`src/rtl/pwm_timer_pkg.sv`:
```
package pwm_timer_pkg;

    localparam logic [7:0] OFF_CTRL    = 8'h00;
    localparam logic [7:0] OFF_COUNT   = 8'h04;
    localparam logic [7:0] OFF_MODULO  = 8'h08;
    localparam int         OFF_CH_BASE = 12;
    localparam int         CH_STRIDE   = 8;
    localparam logic [7:0] OFF_START   = 8'h4C;
    localparam logic [7:0] OFF_INIT    = 8'h5C;
    localparam logic [7:0] OFF_MASK    = 8'h60;

    typedef struct packed {
        logic       center;
        logic [1:0] src;
        logic [2:0] ps;
    } tmr_ctrl_t;

    typedef struct packed {
        logic pwm_en;
        logic hi_true;
        logic lo_true;
    } ch_ctl_t;

    typedef enum logic [1:0] {
        CS_HALT = 2'd0,
        CS_UP   = 2'd1,
        CS_DOWN = 2'd2
    } cnt_state_t;

endpackage

```
`src/rtl/pwm_timer_regs.sv`:
```
module pwm_timer_regs
    import pwm_timer_pkg::*;
#(
    parameter int NUM_CH = 8,
    parameter int CNT_W  = 16
) (
    input  logic             clk,
    input  logic             rst_n,
    input  logic             we_i,
    input  logic [7:0]       addr_i,
    input  logic [31:0]      wdata_i,
    output logic [31:0]      rdata_o,
    input  logic [CNT_W-1:0] count_i,
    output tmr_ctrl_t        ctrl_o,
    output logic [CNT_W-1:0] modulo_o,
    output logic [CNT_W-1:0] start_o,
    output ch_ctl_t          chctl_o [NUM_CH],
    output logic [CNT_W-1:0] cmp_o   [NUM_CH],
    output logic [NUM_CH-1:0] mask_o,
    output logic [NUM_CH-1:0] init_o,
    output logic             count_wr_o,
    output logic             ctrl_wr_o
);

    tmr_ctrl_t         ctrl_q;
    logic [CNT_W-1:0]  modulo_q;
    logic [CNT_W-1:0]  start_q;
    logic [NUM_CH-1:0] mask_q;
    logic [NUM_CH-1:0] init_q;
    logic              unused_wdata;

    assign unused_wdata = ^wdata_i[31:CNT_W];

    always_ff @(posedge clk) begin
        if (!rst_n) begin
            ctrl_q   <= '0;
            modulo_q <= '0;
            start_q  <= '0;
            mask_q   <= '0;
            init_q   <= '0;
        end else if (we_i) begin
            unique case (addr_i)
                OFF_CTRL:   ctrl_q   <= wdata_i[5:0];
                OFF_MODULO: modulo_q <= wdata_i[CNT_W-1:0];
                OFF_START:  start_q  <= wdata_i[CNT_W-1:0];
                OFF_MASK:   mask_q   <= wdata_i[NUM_CH-1:0];
                OFF_INIT:   init_q   <= wdata_i[NUM_CH-1:0];
                default:    ;
            endcase
        end
    end

    for (genvar g = 0; g < NUM_CH; g++) begin : g_chreg
        localparam logic [7:0] A_CTL = 8'(OFF_CH_BASE + CH_STRIDE * g);
        localparam logic [7:0] A_CMP = 8'(OFF_CH_BASE + CH_STRIDE * g + 4);
        ch_ctl_t          ctl_q;
        logic [CNT_W-1:0] cmp_q;

        always_ff @(posedge clk) begin
            if (!rst_n) begin
                ctl_q <= '0;
                cmp_q <= '0;
            end else if (we_i) begin
                if (addr_i == A_CTL) begin
                    ctl_q.pwm_en  <= wdata_i[5];
                    ctl_q.hi_true <= wdata_i[3];
                    ctl_q.lo_true <= wdata_i[2];
                end
                if (addr_i == A_CMP) begin
                    cmp_q <= wdata_i[CNT_W-1:0];
                end
            end
        end

        assign chctl_o[g] = ctl_q;
        assign cmp_o[g]   = cmp_q;
    end

    always_comb begin
        rdata_o = '0;
        unique case (addr_i)
            OFF_CTRL:   rdata_o = 32'(ctrl_q);
            OFF_COUNT:  rdata_o = 32'(count_i);
            OFF_MODULO: rdata_o = 32'(modulo_q);
            OFF_START:  rdata_o = 32'(start_q);
            OFF_MASK:   rdata_o = 32'(mask_q);
            OFF_INIT:   rdata_o = 32'(init_q);
            default: begin
                for (int i = 0; i < NUM_CH; i++) begin
                    if (addr_i == 8'(OFF_CH_BASE + CH_STRIDE * i)) begin
                        rdata_o = {26'd0, chctl_o[i].pwm_en, 1'b0,
                                   chctl_o[i].hi_true, chctl_o[i].lo_true, 2'b00};
                    end
                    if (addr_i == 8'(OFF_CH_BASE + CH_STRIDE * i + 4)) begin
                        rdata_o = 32'(cmp_o[i]);
                    end
                end
            end
        endcase
    end

    assign ctrl_o     = ctrl_q;
    assign modulo_o   = modulo_q;
    assign start_o    = start_q;
    assign mask_o     = mask_q;
    assign init_o     = init_q;
    assign count_wr_o = we_i && (addr_i == OFF_COUNT);
    assign ctrl_wr_o  = we_i && (addr_i == OFF_CTRL);

endmodule

```
`src/rtl/pwm_timer_prescale.sv`:
```
module pwm_timer_prescale
    import pwm_timer_pkg::*;
#(
    parameter int PS_W = 3
) (
    input  logic            clk,
    input  logic            rst_n,
    input  logic [1:0]      src_i,
    input  logic [PS_W-1:0] ps_i,
    input  logic            tick_sys_i,
    input  logic            tick_fix_i,
    input  logic            tick_ext_i,
    input  logic            restart_i,
    input  logic            ctrl_wr_i,
    output logic            step_o
);

    localparam int DIV_W = (1 << PS_W) - 1;

    logic             tick;
    logic [DIV_W-1:0] div_q;
    logic [DIV_W-1:0] limit;

    always_comb begin
        unique case (src_i)
            2'b01:   tick = tick_sys_i;
            2'b10:   tick = tick_fix_i;
            2'b11:   tick = tick_ext_i;
            default: tick = 1'b0;
        endcase
    end

    assign limit  = DIV_W'((32'd1 << ps_i) - 32'd1);
    assign step_o = tick && (div_q >= limit);

    always_ff @(posedge clk) begin
        if (!rst_n || restart_i) begin
            div_q <= '0;
        end else if (step_o) begin
            div_q <= '0;
        end else if (tick) begin
            div_q <= div_q + 1'b1;
        end
    end

    // a divided step never repeats on the next cycle
    assert_step_gap_R3: assert property (@(posedge clk) disable iff (!rst_n)
        (step_o && ps_i != '0 && !restart_i && !ctrl_wr_i) |=> !step_o);

    // nothing advances without a source
    assert_no_src_step_R2: assert property (@(posedge clk) disable iff (!rst_n)
        (src_i == 2'b00) |-> !step_o);

endmodule

```
`src/rtl/pwm_timer_counter.sv`:
```
module pwm_timer_counter
    import pwm_timer_pkg::*;
#(
    parameter int CNT_W = 16
) (
    input  logic             clk,
    input  logic             rst_n,
    input  logic             running_i,
    input  logic             center_i,
    input  logic             step_i,
    input  logic             reload_i,
    input  logic [CNT_W-1:0] modulo_i,
    input  logic [CNT_W-1:0] start_i,
    output logic [CNT_W-1:0] count_o,
    output logic             rising_o
);

    cnt_state_t       st_q, st_n;
    logic [CNT_W-1:0] cnt_q, cnt_n;
    logic [CNT_W:0]   cnt_inc;
    logic [CNT_W:0]   start_inc;

    assign cnt_inc   = {1'b0, cnt_q} + 1'b1;
    assign start_inc = {1'b0, start_i} + 1'b1;

    always_ff @(posedge clk) begin
        if (!rst_n) begin
            st_q  <= CS_HALT;
            cnt_q <= '0;
        end else begin
            st_q  <= st_n;
            cnt_q <= cnt_n;
        end
    end

    always_comb begin
        st_n  = st_q;
        cnt_n = cnt_q;
        if (reload_i) begin
            cnt_n = start_i;
            st_n  = running_i ? CS_UP : CS_HALT;
        end else begin
            unique case (st_q)
                CS_HALT: begin
                    if (running_i) st_n = CS_UP;
                end
                CS_UP: begin
                    if (!running_i) begin
                        st_n = CS_HALT;
                    end else if (step_i) begin
                        if (center_i) begin
                            if (cnt_inc >= {1'b0, modulo_i}) begin
                                cnt_n = modulo_i;
                                st_n  = CS_DOWN;
                            end else begin
                                cnt_n = cnt_inc[CNT_W-1:0];
                            end
                        end else if (cnt_q >= modulo_i) begin
                            cnt_n = start_i;
                        end else begin
                            cnt_n = cnt_inc[CNT_W-1:0];
                        end
                    end
                end
                CS_DOWN: begin
                    if (!running_i) begin
                        st_n = CS_HALT;
                    end else if (!center_i) begin
                        st_n = CS_UP;
                    end else if (step_i) begin
                        if ({1'b0, cnt_q} <= start_inc) begin
                            cnt_n = start_i;
                            st_n  = CS_UP;
                        end else begin
                            cnt_n = cnt_q - 1'b1;
                        end
                    end
                end
                default: st_n = CS_HALT;
            endcase
        end
    end

    assign count_o  = cnt_q;
    assign rising_o = (st_q != CS_DOWN);

    // edge mode wraps to the start value after the modulo
    assert_edge_wrap_R4: assert property (@(posedge clk) disable iff (!rst_n)
        (st_q == CS_UP && running_i && !center_i && step_i && !reload_i && cnt_q >= modulo_i)
        |=> cnt_q == $past(start_i));

    // center mode turns upward at the start value
    assert_center_trough_R5: assert property (@(posedge clk) disable iff (!rst_n)
        (st_q == CS_DOWN && running_i && center_i && step_i && !reload_i &&
         {1'b0, cnt_q} <= start_inc)
        |=> (st_q == CS_UP && cnt_q == $past(start_i)));

    // counter frozen without a source
    assert_stop_hold_R2: assert property (@(posedge clk) disable iff (!rst_n)
        (!running_i && !reload_i) |=> $stable(cnt_q));

    // counter write loads the start value
    assert_reload_R11: assert property (@(posedge clk) disable iff (!rst_n)
        reload_i |=> cnt_q == $past(start_i));

endmodule

```
`src/rtl/pwm_timer_channel.sv`:
```
module pwm_timer_channel
    import pwm_timer_pkg::*;
#(
    parameter int CNT_W = 16
) (
    input  logic             clk,
    input  logic             rst_n,
    input  logic             running_i,
    input  logic             rising_i,
    input  logic [CNT_W-1:0] count_i,
    input  logic [CNT_W-1:0] cmp_i,
    input  ch_ctl_t          ctl_i,
    input  logic             mask_i,
    input  logic             init_i,
    output logic             pwm_o
);

    logic pwm_mode;
    logic inactive_lvl;
    logic in_pulse;
    logic pwm_q;

    assign pwm_mode     = ctl_i.pwm_en && (ctl_i.hi_true || ctl_i.lo_true);
    assign inactive_lvl = pwm_mode ? ~ctl_i.hi_true : 1'b0;
    assign in_pulse     = rising_i ? (count_i < cmp_i) : (count_i <= cmp_i);

    always_ff @(posedge clk) begin
        if (!rst_n) begin
            pwm_q <= 1'b0;
        end else if (mask_i) begin
            pwm_q <= inactive_lvl;
        end else if (!running_i || !pwm_mode) begin
            pwm_q <= init_i;
        end else begin
            pwm_q <= in_pulse ? ctl_i.hi_true : ~ctl_i.hi_true;
        end
    end

    assign pwm_o = pwm_q;

    // a masked channel sits at its inactive level
    assert_mask_inactive_R9: assert property (@(posedge clk) disable iff (!rst_n)
        mask_i |=> pwm_o == $past((ctl_i.pwm_en && (ctl_i.hi_true || ctl_i.lo_true))
                                  ? ~ctl_i.hi_true : 1'b0));

    // a halted, unmasked channel shows its init level
    assert_halt_init_R10: assert property (@(posedge clk) disable iff (!rst_n)
        (!mask_i && !running_i) |=> pwm_o == $past(init_i));

endmodule

```
`src/rtl/pwm_shared_timer.sv`:
```
module pwm_shared_timer
    import pwm_timer_pkg::*;
#(
    parameter int NUM_CH = 8,
    parameter int CNT_W  = 16,
    parameter int PS_W   = 3
) (
    input  logic              clk,
    input  logic              rst_n,
    input  logic              tick_sys_i,
    input  logic              tick_fix_i,
    input  logic              tick_ext_i,
    input  logic              reg_we_i,
    input  logic [7:0]        reg_addr_i,
    input  logic [31:0]       reg_wdata_i,
    output logic [31:0]       reg_rdata_o,
    output logic [NUM_CH-1:0] pwm_o
);

    tmr_ctrl_t         ctrl;
    logic [CNT_W-1:0]  modulo;
    logic [CNT_W-1:0]  start;
    ch_ctl_t           chctl [NUM_CH];
    logic [CNT_W-1:0]  cmp   [NUM_CH];
    logic [NUM_CH-1:0] mask;
    logic [NUM_CH-1:0] init;
    logic              count_wr;
    logic              ctrl_wr;
    logic              step;
    logic              running;
    logic              rising;
    logic [CNT_W-1:0]  count;

    assign running = (ctrl.src != 2'b00);

    pwm_timer_regs #(.NUM_CH(NUM_CH), .CNT_W(CNT_W)) u_regs (
        .clk        (clk),
        .rst_n      (rst_n),
        .we_i       (reg_we_i),
        .addr_i     (reg_addr_i),
        .wdata_i    (reg_wdata_i),
        .rdata_o    (reg_rdata_o),
        .count_i    (count),
        .ctrl_o     (ctrl),
        .modulo_o   (modulo),
        .start_o    (start),
        .chctl_o    (chctl),
        .cmp_o      (cmp),
        .mask_o     (mask),
        .init_o     (init),
        .count_wr_o (count_wr),
        .ctrl_wr_o  (ctrl_wr)
    );

    pwm_timer_prescale #(.PS_W(PS_W)) u_pre (
        .clk        (clk),
        .rst_n      (rst_n),
        .src_i      (ctrl.src),
        .ps_i       (ctrl.ps),
        .tick_sys_i (tick_sys_i),
        .tick_fix_i (tick_fix_i),
        .tick_ext_i (tick_ext_i),
        .restart_i  (count_wr),
        .ctrl_wr_i  (ctrl_wr),
        .step_o     (step)
    );

    pwm_timer_counter #(.CNT_W(CNT_W)) u_cnt (
        .clk       (clk),
        .rst_n     (rst_n),
        .running_i (running),
        .center_i  (ctrl.center),
        .step_i    (step),
        .reload_i  (count_wr),
        .modulo_i  (modulo),
        .start_i   (start),
        .count_o   (count),
        .rising_o  (rising)
    );

    for (genvar g = 0; g < NUM_CH; g++) begin : g_ch
        pwm_timer_channel #(.CNT_W(CNT_W)) u_ch (
            .clk       (clk),
            .rst_n     (rst_n),
            .running_i (running),
            .rising_i  (rising),
            .count_i   (count),
            .cmp_i     (cmp[g]),
            .ctl_i     (chctl[g]),
            .mask_i    (mask[g]),
            .init_i    (init[g]),
            .pwm_o     (pwm_o[g])
        );
    end

endmodule

```
`config.mk`:
```
export PLATFORM = sky130hd
export DESIGN_NAME = pwm_shared_timer
export DESIGN_NICKNAME = d
export VERILOG_FILES = /design/src/rtl/pwm_timer_pkg.sv /design/src/rtl/pwm_timer_regs.sv /design/src/rtl/pwm_timer_prescale.sv /design/src/rtl/pwm_timer_counter.sv /design/src/rtl/pwm_timer_channel.sv /design/src/rtl/pwm_shared_timer.sv
export SDC_FILE = /design/constraint.sdc
export NUM_CORES = 1
export LEC_CHECK = 0
export BUFFER_PORTS_ARGS = -buffer_cell sky130_fd_sc_hd__clkbuf_2
export CORE_MARGIN = 2
export CORE_UTILIZATION = 37
export CTS_CLUSTER_SIZE = 20
export DETAILED_ROUTE_END_ITERATION = 6
export PLACE_DENSITY = 0.49
export SETUP_SLACK_MARGIN = 0.3
export SYNTH_ARGS = -nofsm -noshare
export SYNTH_HDL_FRONTEND = slang
export SYNTH_SLANG_ARGS = --single-unit
```
`constraint.sdc`:
```
create_clock -name clk -period 5.7 [get_ports clk]
set_clock_uncertainty 0.2 [all_clocks]
set_input_delay 0.855 -clock clk [delete_from_list [all_inputs] [get_ports clk]]
set_output_delay 0.855 -clock clk [all_outputs]
set_load 0.03 [all_outputs]
```
# == After elaboration in Yosys (flattened, before gate mapping) ==
# Index checks and enable logic that the tools add are counted.
# totals
reg_bits,239
inputBits,46
out_inout_bits,40
elab_cells,268
# classes
addsub,5
order_cmp,20
n_eq_ne,38
shifts,1
muxes,81
bitwise,8
n_reduce_logical,65
# op_table
cell,count
2-to-1 mux 16 bit,25
case mux 32 bit (6 select lines),1
less-or-equal comparator 16 bit,8
< comparator 16 bit,8
equality test 8 x 6 -> 1 bit (second input constant),8
equality test 8 x 7 -> 1 bit (second input constant),6
AND reduction 2 bit,21
2-to-1 mux 1 bit,41
adder 16 x 1 -> 17 bit (second input constant),2
equality test 8 x 5 -> 1 bit (second input constant),4
case mux 16 bit (2 select lines),1
2-to-1 mux 2 bit,10
greater-or-equal comparator 17 x 16 -> 1 bit,1
less-or-equal comparator 16 x 17 -> 1 bit,1
logical OR 1 bit,17
equality test 8 x 4 -> 1 bit (second input constant),2
greater-or-equal comparator 16 bit,1
subtractor 16 x 1 -> 16 bit (second input constant),1
inequality test 4 bit (second input constant),3
AND reduction 6 bit,2
logical AND 1 bit,10
zero test 1 bit,10
inequality test 5 bit (second input constant),2
inequality test 3 x 2 -> 1 bit (second input constant),3
18 further kinds,30

# == Longest topological paths before layout ==
# logic_depth
depth_word,18
mapped_depth,16
ltp_nobuf,14

# == Modules after synthesis ==
# Synthesis repeated with hierarchy kept, for this count alone.
# hier_totals
cells_unflattened,2309
hier_area_um2,18328.8
# modules_own_cells
module,n_inst,cells_per_inst,area_per_inst_um2,seq_area_each_um2
pwm_timer_regs,1,1214,9997.1,4124.0
pwm_timer_channel,8,72,535.5,20.0
pwm_timer_counter,1,449,3432.0,360.3
pwm_timer_prescale,1,69,609.3,140.1
pwm_shared_timer,1,1,6.3,0.0

# == Worst setup path after synthesis ==
# No wires, ideal clock.
# synth_path
kind,input to output
startpoint,input reg_addr_i[5]
endpoint,output reg_rdata_o[3]
arrival_time_ns,3.559
required_ns,4.645
setup_slack_ns,1.086
cell_stages,9
n_path_buf,1
cell_sequence,clkbuf_1 > or4b_2 > nor2_1 > a221o_1 > o22ai_1 > o211ai_1 > o21ai_0 > and3_1 > o41ai_1
# synth_via
elab_chain_len,18
elab_cells_between_ends,39
cone_classes,eq/ne: 21; mux: 17; reduce/logical: 1
# synth_rtl
item,line,text
"start, declared",pwm_shared_timer.sv:14,"input logic [7:0] reg_addr_i,"
equality test 8 x 4 -> 1 bit,pwm_timer_regs.sv:90,if (addr_i == 8'(OFF_CH_BASE + CH_STRIDE * i)) begin
2-to-1 mux 6 bit,pwm_timer_regs.sv:90,
2-to-1 mux 16 bit,pwm_timer_regs.sv:94,if (addr_i == 8'(OFF_CH_BASE + CH_STRIDE * i + 4)) begin
2-to-1 mux 16 bit,pwm_timer_regs.sv:90,
2-to-1 mux 16 bit,pwm_timer_regs.sv:94,
2-to-1 mux 16 bit,pwm_timer_regs.sv:90,
2-to-1 mux 16 bit,pwm_timer_regs.sv:94,
2-to-1 mux 16 bit,pwm_timer_regs.sv:90,
[... 2 more ...],n/a,
2-to-1 mux 16 bit,pwm_timer_regs.sv:94,
2-to-1 mux 16 bit,pwm_timer_regs.sv:90,
2-to-1 mux 16 bit,pwm_timer_regs.sv:94,
2-to-1 mux 16 bit,pwm_timer_regs.sv:90,
2-to-1 mux 16 bit,pwm_timer_regs.sv:94,
2-to-1 mux 16 bit,pwm_timer_regs.sv:90,
2-to-1 mux 16 bit,pwm_timer_regs.sv:94,
case mux 32 bit (6 select lines) *,pwm_timer_regs.sv:81,unique case (addr_i)
"end, declared",pwm_shared_timer.sv:16,"output logic [31:0] reg_rdata_o,"
# Mark *: on every way between the ends. The rest lies on a longest branch, timed or not.

# == Final worst setup path ==
# layout_path
startpoint,"register u_cnt.cnt_q[0], in the netlist u_cnt.count_o[0]"
endpoint,register u_cnt.st_q[0]
# layout_via
elab_chain_len,4
elab_cells_between_ends,6
cone_classes,add/sub: 1; order compare: 2; eq/ne: 2; reduce/logical: 1
# layout_rtl
item,line,text
"start, declared",pwm_timer_counter.sv:19,"logic [CNT_W-1:0] cnt_q, cnt_n;"
"start signal, assigned",pwm_timer_counter.sv:32,cnt_q <= cnt_n;
adder 16 x 1 -> 17 bit,pwm_timer_counter.sv:23,"assign cnt_inc = {1'b0, cnt_q} + 1'b1;"
greater-or-equal comparator 17 x 16 -> 1 bit,pwm_timer_counter.sv:52,"if (cnt_inc >= {1'b0, modulo_i}) begin"
inequality test 4 bit (no source line),n/a,
AND reduction 6 bit (no source line) *,n/a,
"end signal, assigned",pwm_timer_counter.sv:31,st_q <= st_n;
"end, declared",pwm_timer_counter.sv:18,"cnt_state_t st_q, st_n;"
# Marked as above.
# A chain may end at the register's enable or synchronous reset.

==> flow_results.org <==
** GRT
- Via count of the first global-routing pass :: about 16000
- In the global route stage, met1 resource usage came out at 0.345.
- After global routing, the most crowded layer is met2.
- Largest net degree at the start of global routing :: 100
- Across every metal layer, demand over resource in global routing totals 0.262.
- First-pass GRT wire length :: just under 100000 um
- Antenna violations before repair :: 1
- For this run the aggregate overflow at the end of global routing stands at 0.
- In the global route stage, met2 resource usage came out at 0.438.
- Met3 Use GR :: 0.0342

** CTS
- Post-cts resize count :: 0
- The clock passes through at most 3 buffers.
- Total CTS buffers :: 30
- For the worst-skew pair, the clock arrives at the later sink with an insertion delay of 0.59 ns.
- CTS clk-pin slew, worst paths :: 0.06 ns
- The clock net in this run drives a total of around 240 sinks.
- TritonCTS built the clock tree.
- The cell sitting at the root of the clock tree is a sky130_fd_sc_hd__clkbuf_16.
- In this run the number of H-tree levels came out at 1.
- Post-CTS Repair Setup Buffers :: 0
- For this design, the CTS-stage hold fixing added 0 buffers.

** Yosys
- Register area share after synthesis :: 0.281
- In the synthesized netlist the dominant register cell turns out to be sky130_fd_sc_hd__dfxtp_1.
- Post-synthesis instance total :: 2288
- The average instance in the mapped netlist occupies 7.45 um^2.
- The synthesized design contains 0 enable-type register cells.
- Summing every instance area after synthesis gives between 15000 and 20000 um^2.
- FF+latch count, synth :: 239
- Counting flops with an async set or reset pin after synthesis yields a share of 0.
- Count of warnings emitted by yosys :: 0
- After synthesis, the netlist uses 78 different library cells.

** Detailed routing
- DRC marker count from the first detailed-route iteration :: 1512
- In the final routed layout, each cell accounts on average for 22.1 um.
- Post-detailed-route via-to-cell ratio :: 5.77
- Via count of the routed design :: 16600
- Post-detailed-route DRC marker count :: 1
- The pre-antenna-repair detailed-routing pass consisted of 7 iterations.
- Remaining antenna violation count after routing :: 0
- The routed design has between 60000 and 70000 um of wire.

** Floorplan
- The die covers approximately 48000 um^2.
- I/O pin count :: 86
- Initial Util :: 0.376
- The die is around 220 um wide.
- Die Height :: 219 um
- The core region is between 40000 and 50000 um^2.
- Number of placement rows :: 78

** Placement
- Global placement routability congestion :: 0.910
- DP HPWL :: 47300 um
- Including well taps, the total number of placed cells is 2821.
- Worst Setup Slack post-DPL :: ~0.9 ns
- Input and output buffers added on the ports amount to 53.
- In this run the cell area measured after placement is 17700 um^2.

** Layout
- In the layout the commonest cells are 430 x sky130_fd_sc_hd__nand2_1, 273 x sky130_fd_sc_hd__a21oi_1, 239 x sky130_fd_sc_hd__dfxtp_1, 191 x sky130_fd_sc_hd__ha_1, 163 x sky130_fd_sc_hd__inv_1.
- Excluding fillers, the count of instances in the completed layout stands at 2875.
- Leaving out fill and tap cells, the most frequent cell in the layout is sky130_fd_sc_hd__nand2_1.
- Fraction of final layout cells sized beyond drive strength 1 :: 0.0778
- Post-route cell area :: 18700 um^2
- Filler instances :: 4713
- Signed area change from the synthesized netlist to the final layout :: 9.62%
- NumNets Final :: 2490

** Timing
- Minimum period implied by the final worst setup slack :: 4.90 ns
- The worst pin sits at a relative slew slack of 0.189.
- Worst Slack Setup Final :: ~0.80 ns
- Tcrit/Tclk final :: 0.860
- Setup repair after global routing left no endpoint under its margin.
- For the pin with the worst max-slew slack, the measured transition is 1.22 ns.
- Final hold viol count :: 0
- Max Slew Vio Count :: 0
- Derived from the worst setup path, the maximum achievable clock frequency is slightly above 0.2 GHz.
- Setup violations remaining at the end of the flow were counted as 0.
- Setup Total Neg Slack :: 0 ns

** Worst setup path
- In this run the worst path has a maximum fanout of 11.
- Launch point of the worst path :: u_cnt.count_o[0]
- Critical path buffers and inverters :: 0
- Chain of cells forming the critical path :: ha_1, nand4_1, nor4_1, nand2_1, xnor2_1, ha_1, o21ai_0, a2111oi_0, o211ai_1, nand3_2, nand2_1, a221oi_2, o21ai_0, a2111oi_2
- Critical Path Max Stage Delay :: about 0.7 ns
- For this design, the slowest cell found on the critical path is sky130_fd_sc_hd__a2111oi_0.
- At the worst endpoint, the required time is roughly 6 ns.
- CP startpoint kind :: flip-flop
- In this run the critical register-to-register path is launched from u_cnt.count_o[0].
- Family of cells with the greatest summed delay on the critical path :: compound AO/OA/AOI/OAI gates
- The worst setup path is captured at a flip-flop.
- Arrival time worst endpoint :: ~5.2 ns
- The setup path with the least slack is of type flip-flop to flip-flop.

** Outcome
- Status :: finished with violations
- The checks that failed: design-rule violations.

** Flow run
- The tool flagged a number of max-cap violations equal to 0.

** Power
- In this run the static leakage power is 6.98 nW.
- P per Cell Area :: 264 nW/um^2
- Tot Pwr :: 0.00493 W
- IR analysis of the VDD net gives a maximum drop of ~0.00027 V.

** Worst hold path
- The startpoint identified for the worst hold timing path is u_regs.g_chreg[6].cmp_q[3].
- In this run the worst hold path is classified as flip-flop to flip-flop.
[metrics by stage]
step | hold slack (ns) | util
5_1_grt | 0.290 | 0.412
3_3_place_gp | 0.242 | 0.390
2_1_floorplan | 0.236 | -
4_1_cts | 0.255 | 0.412
6_report | 0.253 | 0.412
3_5_place_dp | 0.247 | 0.390
[cell type report]
class                      instances  area, um^2  share of cell area
antenna                            1        2.50            0.000134
clock buffer                      47         926              0.0496
clock inverter                     6        80.1             0.00429
inverter                         164         621              0.0332
multi-input combinational       1723       10900               0.585
sequential                       239        4780               0.256
tap                              600         751              0.0402
timing repair buffer              95         593              0.0317
[logic make-up (layout without fill, tap and decap cells)]
family	count (synthesis)	in the layout	synth area share
AND/OR/NAND/NOR	839	839	0.225
AO/OA/AOI/OAI	579	579	0.216
buffers and inverters	341	312	0.0830
flip-flops	239	239	0.281
adder cells (fa/ha/maj)	191	191	0.140
multiplexers	51	51	0.0307
XOR/XNOR	47	47	0.0242
other	1	17	0.000220
[worst register-to-register path, cell delays in order, from the launching register on]
cell and delay, ns:
sky130_fd_sc_hd__dfxtp_1 0.57, sky130_fd_sc_hd__ha_1 0.30, sky130_fd_sc_hd__nand4_1 0.29, sky130_fd_sc_hd__nor4_1 0.53
sky130_fd_sc_hd__nand2_1 0.13, sky130_fd_sc_hd__xnor2_1 0.18, sky130_fd_sc_hd__ha_1 0.36, sky130_fd_sc_hd__o21ai_0 0.13
sky130_fd_sc_hd__a2111oi_0 0.71, sky130_fd_sc_hd__o211ai_1 0.21, sky130_fd_sc_hd__nand3_2 0.16, sky130_fd_sc_hd__nand2_1 0.08
sky130_fd_sc_hd__a221oi_2 0.38, sky130_fd_sc_hd__o21ai_0 0.20, sky130_fd_sc_hd__a2111oi_2 0.36
[final timing paths]
check | end | slack (ns) | cells past startpoint
hold reg to reg | u_regs.g_chreg[6].cmp_q[3] | 0.25 | 2
setup reg to reg | u_cnt.st_q[0] | 0.80 | 14
setup / recovery | u_cnt.st_q[0] | 0.80 | 14
hold / removal | u_regs.g_chreg[6].cmp_q[3] | 0.25 | 2
[report_power, final]
group          switching [W]  internal (W)
Sequential         0.0000121       0.00168
Combinational       0.000794      0.000470
Clock               0.000788       0.00119
Total                0.00159       0.00334
[per-layer routing]
layer  vias to the layer above  share of wire
met2                       479           0.47
met1                      8026           0.44
met3                       105          0.063
met5                         -              0
li1                       7990              -
met4                         0          0.028
[sequential cells by signal (all words and copies together), names as in the netlist]
signal                flops
g_ch.u_ch.pwm_o           8
u_regs.mask_o             8
u_regs.init_o             8
u_regs.start_o           16
u_cnt.count_o            16
u_cnt.st_q                2
u_regs.chctl_o           24
u_pre.div_q               7
u_regs.ctrl_o             6
u_regs.g_chreg.cmp_q    128
u_regs.modulo_o          16
[synthesized netlist by cell type, drive strengths merged, types with 17 or more instances]
master | number | area [um^2]
a211oi | 21 | 158
a21oi | 273 | 1370
a221oi | 30 | 269
a22o | 25 | 219
a22oi | 40 | 300
buf | 55 | 342
clkbuf | 122 | 458
dfxtp | 239 | 4780
ha | 191 | 2390
inv | 164 | 616
mux2i | 41 | 410
nand2 | 431 | 1620
nand3 | 101 | 510
nand4 | 36 | 225
nor2 | 121 | 464
nor2b | 17 | 106
nor3 | 28 | 140
o211ai | 17 | 128
o21ai | 62 | 310
xnor2 | 21 | 184
xor2 | 26 | 228
No activity file was read; power rests on OpenSTA's default activity.
